**config.mk**
```make
export PLATFORM = sky130hd
export DESIGN_NAME = time_interval_counter
export DESIGN_NICKNAME = d
export VERILOG_FILES = /design/src/rtl/tic_pkg.sv /design/src/rtl/tic_stage.sv /design/src/rtl/tic_interval.sv /design/src/rtl/time_interval_counter.sv
export SDC_FILE = /design/constraint.sdc
export NUM_CORES = 1
export LEC_CHECK = 0
export BUFFER_PORTS_ARGS = -buffer_cell sky130_fd_sc_hd__clkbuf_2
export CORE_UTILIZATION = 40
export DETAILED_ROUTE_END_ITERATION = 12
export GPL_TIMING_DRIVEN = 0
export HOLD_SLACK_MARGIN = 0.05
export SLEW_MARGIN = 20
export SYNTH_ARGS = -nofsm -noshare
export SYNTH_HDL_FRONTEND = slang
export SYNTH_SLANG_ARGS = --single-unit
```
**constraint.sdc**
```tcl
create_clock -name clk -period 5.3 [get_ports clk]
set_clock_uncertainty 0.1 [all_clocks]
set_input_delay 1.06 -clock clk [delete_from_list [all_inputs] [get_ports clk]]
set_output_delay 1.06 -clock clk [all_outputs]
set_load 0.02 [all_outputs]
```
**src/rtl/tic_pkg.sv**
```systemverilog
package tic_pkg;
  localparam int unsigned NSTAGE = 4;
  typedef enum logic [2:0] {
    A_CTRL  = 3'd0,
    A_LIMIT = 3'd1,
    A_FRAC  = 3'd2,
    A_SEC   = 3'd3,
    A_MIN   = 3'd4,
    A_HOUR  = 3'd5,
    A_COUNT = 3'd6
  } tic_addr_e;
  typedef enum logic [1:0] {
    TB_TICK = 2'd0,
    TB_SEC  = 2'd1,
    TB_MIN  = 2'd2,
    TB_HOUR = 2'd3
  } tic_base_e;
  localparam int CB_CLK    = 0;
  localparam int CB_IVAL   = 1;
  localparam int CB_FLAG   = 2;
  localparam int CB_SINGLE = 3;
  localparam int CB_SEL_LO = 4;
endpackage

```
**src/rtl/tic_stage.sv**
```systemverilog
module tic_stage #(
  parameter int W   = 8,
  parameter int MAX = 59
) (
  input  logic         clk,
  input  logic         rst_n,
  input  logic         inc,
  input  logic         ld,
  input  logic [W-1:0] ld_val,
  output logic [W-1:0] q,
  output logic         wrap
);
  localparam logic [W-1:0] LIM = W'(MAX);

  assign wrap = inc && (q >= LIM);

  always_ff @(posedge clk) begin
    if (!rst_n)    q <= '0;
    else if (ld)   q <= ld_val;
    else if (wrap) q <= '0;
    else if (inc)  q <= q + W'(1);
  end
endmodule

```
**src/rtl/tic_interval.sv**
```systemverilog
module tic_interval #(
  parameter int W = 8
) (
  input  logic         clk,
  input  logic         rst_n,
  input  logic         en,
  input  logic         single,
  input  logic         step,
  input  logic [W-1:0] limit,
  input  logic         flag_wr,
  input  logic         flag_wdata,
  output logic [W-1:0] cnt,
  output logic         stopped,
  output logic         flag
);
  logic [W-1:0] nxt;
  logic         hit;

  assign nxt = cnt + W'(1);
  assign hit = en && step && !stopped && (nxt == limit);

  always_ff @(posedge clk) begin
    if (!rst_n) begin
      cnt     <= '0;
      stopped <= 1'b0;
    end else if (!en) begin
      cnt     <= '0;
      stopped <= 1'b0;
    end else if (hit) begin
      cnt     <= single ? nxt : '0;
      stopped <= single;
    end else if (step && !stopped) begin
      cnt <= nxt;
    end
  end

  always_ff @(posedge clk) begin
    if (!rst_n)       flag <= 1'b0;
    else if (hit)     flag <= 1'b1;
    else if (flag_wr) flag <= flag_wdata;
  end
endmodule

```
**src/rtl/time_interval_counter.sv**
```systemverilog
module time_interval_counter
  import tic_pkg::*;
#(
  parameter int W        = 8,
  parameter int FRAC_MAX = 127,
  parameter int SEC_MAX  = 59,
  parameter int MIN_MAX  = 59,
  parameter int HOUR_MAX = 255
) (
  input  logic         clk,
  input  logic         rst_n,
  input  logic         tick_i,
  input  logic         bus_we,
  input  logic [2:0]   bus_addr,
  input  logic [W-1:0] bus_wdata,
  output logic [W-1:0] bus_rdata,
  output logic         irq_o
);
  localparam int STAGE_MAX [NSTAGE] = '{FRAC_MAX, SEC_MAX, MIN_MAX, HOUR_MAX};

  logic         clk_en, ival_en, ival_single;
  logic [1:0]   tb_sel;
  logic [W-1:0] limit_q;
  logic [W-1:0] stage_q   [NSTAGE];
  logic         stage_inc [NSTAGE];
  logic         stage_wrap[NSTAGE];
  logic         unit_step;
  logic [W-1:0] ival_cnt;
  logic         ival_stopped;
  logic         ctrl_wr;

  assign ctrl_wr = bus_we && (bus_addr == A_CTRL);

  always_ff @(posedge clk) begin
    if (!rst_n) begin
      clk_en      <= 1'b0;
      ival_en     <= 1'b0;
      ival_single <= 1'b0;
      tb_sel      <= TB_TICK;
      limit_q     <= '0;
    end else if (bus_we) begin
      if (bus_addr == A_CTRL) begin
        clk_en      <= bus_wdata[CB_CLK];
        ival_en     <= bus_wdata[CB_IVAL];
        ival_single <= bus_wdata[CB_SINGLE];
        tb_sel      <= bus_wdata[CB_SEL_LO +: 2];
      end
      if (bus_addr == A_LIMIT) limit_q <= bus_wdata;
    end
  end

  for (genvar i = 0; i < NSTAGE; i++) begin : g_stage
    if (i == 0) begin : g_first
      assign stage_inc[i] = tick_i && clk_en;
    end else begin : g_next
      assign stage_inc[i] = stage_wrap[i-1];
    end
    tic_stage #(.W(W), .MAX(STAGE_MAX[i])) u_stage (
      .clk   (clk),
      .rst_n (rst_n),
      .inc   (stage_inc[i]),
      .ld    (bus_we && (bus_addr == 3'(int'(A_FRAC) + i))),
      .ld_val(bus_wdata),
      .q     (stage_q[i]),
      .wrap  (stage_wrap[i])
    );
  end

  always_comb begin
    unique case (tb_sel)
      TB_TICK: unit_step = stage_inc[0];
      TB_SEC:  unit_step = stage_wrap[0];
      TB_MIN:  unit_step = stage_wrap[1];
      default: unit_step = stage_wrap[2];
    endcase
  end

  tic_interval #(.W(W)) u_ival (
    .clk       (clk),
    .rst_n     (rst_n),
    .en        (ival_en),
    .single    (ival_single),
    .step      (unit_step),
    .limit     (limit_q),
    .flag_wr   (ctrl_wr),
    .flag_wdata(bus_wdata[CB_FLAG]),
    .cnt       (ival_cnt),
    .stopped   (ival_stopped),
    .flag      (irq_o)
  );

  always_comb begin
    bus_rdata = '0;
    unique case (bus_addr)
      A_CTRL:  bus_rdata = W'({1'b0, 1'b1, tb_sel, ival_single, irq_o, ival_en, clk_en});
      A_LIMIT: bus_rdata = limit_q;
      A_FRAC:  bus_rdata = stage_q[0];
      A_SEC:   bus_rdata = stage_q[1];
      A_MIN:   bus_rdata = stage_q[2];
      A_HOUR:  bus_rdata = stage_q[3];
      A_COUNT: bus_rdata = ival_cnt;
      default: bus_rdata = '0;
    endcase
  end
endmodule

```
==> results.sh <==
export IMPL_reg2reg_depth=8
export IMPL_clock_sinks=55
export IMPL_clockBufferDepth=2
export IMPL_die_x_um=95.7
export IMPL_p_total_uw=772
export IMPL_cts_resized=0
export IMPL_maxCapViolations=0
export IMPL_gr_total_overflow=0
export IMPL_grt_pass1_vias=3157
export IMPL_power_per_cell_area_mw_per_mm2=202
export IMPL_seqCellArea_sq_mm=0.00110
export IMPL_synth_top_area_share_pct=31.4
export IMPL_routabilityCongestion=0.917
export IMPL_clkTransAtPathRegs_ns=0.10
export IMPL_grt_busiest_layer="met2"
export IMPL_rows=33
export IMPL_ys_seq_area_share_pct=31.4
export IMPL_min_period_over_period_pct=80.4
export IMPL_finalWorstPathRequiredPeriod_ns=4.26
export IMPL_cts_root_buffer="clkbuf_8"
export IMPL_syn_nets=477
export IMPL_dpl_hpwl_um=8420
export IMPL_htreeDepth=2
export IMPL_yosys_cell_count_top_type="nand2_1"
export IMPL_viasPerCell=6.16
export IMPL_clk_latency_ns=0.31
export IMPL_hold_buffers=0
export IMPL_ios=24
export IMPL_grt_pass1_wl_um=17900
export IMPL_drt_iter0_drc=325
export IMPL_yosysTopAreaCell="dfxtp_1"
export IMPL_area_growth_pct=8.94
export IMPL_hold_path_class="reg2reg"
export IMPL_antenna_found_initial=0
export IMPL_via_count=3635
export IMPL_use_met2_pct=39.5
export IMPL_async_reset_ff_share_pct=0
export IMPL_maxSlewViolCount=0
export IMPL_worst_ep_required_time_ns=4.14
export IMPL_grt_use_total_pct=26.5
export IMPL_drc=0
export IMPL_outcome="completed"
export IMPL_cp_max_fo=10
export IMPL_ys_flop_type="dfxtp_1"
export IMPL_n_fill_cell=875
export IMPL_min_path_cells=2
export IMPL_n_antenna_cell=0
export IMPL_leakage_nw=1.33
export IMPL_die_area_sq_mm=0.00916
export IMPL_fmax_ghz=0.235
export IMPL_ys_types=58
export IMPL_ir_drop_v=0.000102
export IMPL_synth_seq_cells=55
export IMPL_tritoncts="done"
export IMPL_startpoint_type="input pin"
export IMPL_rsz0062_at_grt="false"
export IMPL_io_buffers=22
export IMPL_synthesis_area_sq_mm=0.00351
export IMPL_grt_util_met3_pct=6.08
export IMPL_initial_core_util_pct=42.1
export IMPL_dr_pass1_iters=5
export IMPL_grt_max_degree=15
export IMPL_multi_input_area_sq_mm=0.00225
export IMPL_finalSetupViolCount=0
export IMPL_yosys_top_cells_area="dfxtp_1 (31%), nand2_1 (6.0%), a21oi_1 (5.6%), mux2i_1 (4.8%), nor2_1 (4.8%)"
export IMPL_met1_usage_pct=38.2
export IMPL_ys_warn_count=0
export IMPL_synth_commonest_cells="nand2_1 (56), dfxtp_1 (55), nor2_1 (45)"
export IMPL_drt_wl_total_um=11400
export IMPL_worst_pin_slew_ns=1.13
export IMPL_post_drt_wl_per_cell_um=19.3
export IMPL_nets=506
export IMPL_synthCells=457
export IMPL_drtAntennaViolNets=0
export IMPL_synth_edf_count=0
export IMPL_layout_drive_gt1_share_pct=11.3
export IMPL_ff2ff_setup_slack_ns=2.58
export IMPL_slew_headroom_pct=24.1
export IMPL_critPathCaptureType="primary output"
export IMPL_cts_setup_buffers=0
export IMPL_core_sq_mm=0.00834
export IMPL_die_height_um=95.7
export IMPL_cp_arrival_ns=3.10
export IMPL_final_setup_tns_ns=0
export IMPL_crit_type="in2out"
export IMPL_hold_violations=0
export IMPL_numCtsBuffers=5
export IMPL_syn_area_per_cell_sq_um=7.69
[sequential cells by signal (all words and copies together), names as in the netlist]
register and cells:
limit_q 8, u_ival.cnt 8, u_ival.flag 1, clk_en 1
ival_en 1, tb_sel 2, ival_single 1, u_ival.stopped 1
g_stage.u_stage.q 32
[final cells by class]
class                   instances  share of cell area, %
well taps                     105                   3.43
repair buffers                 22                   2.88
plain buffers                  27                   3.20
inverters                      11                   1.08
flip-flops and latches         55                   28.8
multi-input cells             364                   58.7
clock buffers                   6                   1.90
[cells by family after synthesis]
group	synth area share, %
compound gates	24.4
xor+xnor	3.49
fa+ha+maj	1.78
buf+inv	4.67
flops	31.4
mux	8.69
simple gates	25.6
[where the power goes]
part | switching (mW) | internal, mW
Combinational | 0.0672 | 0.0354
Clock | 0.140 | 0.0889
Sequential | 0.0167 | 0.424
[per-layer routing]
metal | wire, um | share of wire (%)
met1 | 5290 | 46
met2 | 4890 | 43
met3 | 1020 | 8.9
met5 | 0 | 0
met4 | 210 | 1.8
[metrics by stage]
step	area [sq um]	setup WS [ns]	hold WS, ns	cells	utilization (%)
global placement	3750	1.15	0.377	584	45.0
floorplan	3510	1.58	0.338	457	-
detailed placement	3750	1.14	0.384	584	45.0
finish	3830	1.04	0.398	590	45.9
CTS	3830	1.13	0.401	590	45.9
global route	3830	0.958	0.412	590	45.9
[layout by cell type (no fill, tap or decap), types with 3 or more instances in the layout]
cell,n
nand2_1,56
nand3_1,29
nor3_1,16
a21oi_1,39
mux2_2,8
mux2i_1,17
a311oi_1,3
a22oi_1,6
buf_1,5
clkbuf_8,5
nor2_1,45
buf_4,5
nand2b_1,5
and3_1,14
o211ai_1,3
dfxtp_1,55
o22ai_1,8
o21ai_0,20
nor2b_1,3
nand4_1,5
and2_1,3
clkbuf_1,16
a211oi_1,14
xor2_1,5
clkbuf_2,22
ha_1,5
xnor2_1,9
inv_1,9
a31oi_1,14
[final timing paths]
check,from,to
min,g_stage[1].u_stage.q[6]$_SDFFE_PN0P_,g_stage[1].u_stage.q[6]$_SDFFE_PN0P_
min reg2reg,g_stage[1].u_stage.q[6]$_SDFFE_PN0P_,g_stage[1].u_stage.q[6]$_SDFFE_PN0P_
max,bus_addr[2],bus_rdata[7]
max reg2reg,g_stage[1].u_stage.q[1]$_SDFFE_PN0P_,u_ival.cnt[5]$_SDFFE_PN0P_
[critical path, cell delays in order]
cell and delay (ns):
clkbuf_2 0.11, buf_1 0.46, buf_1 0.54, mux2i_1 0.25
nor2_1 0.05, a21oi_1 0.28, a21oi_1 0.15, clkbuf_2 0.18
(Power assumes the default switching activity.)
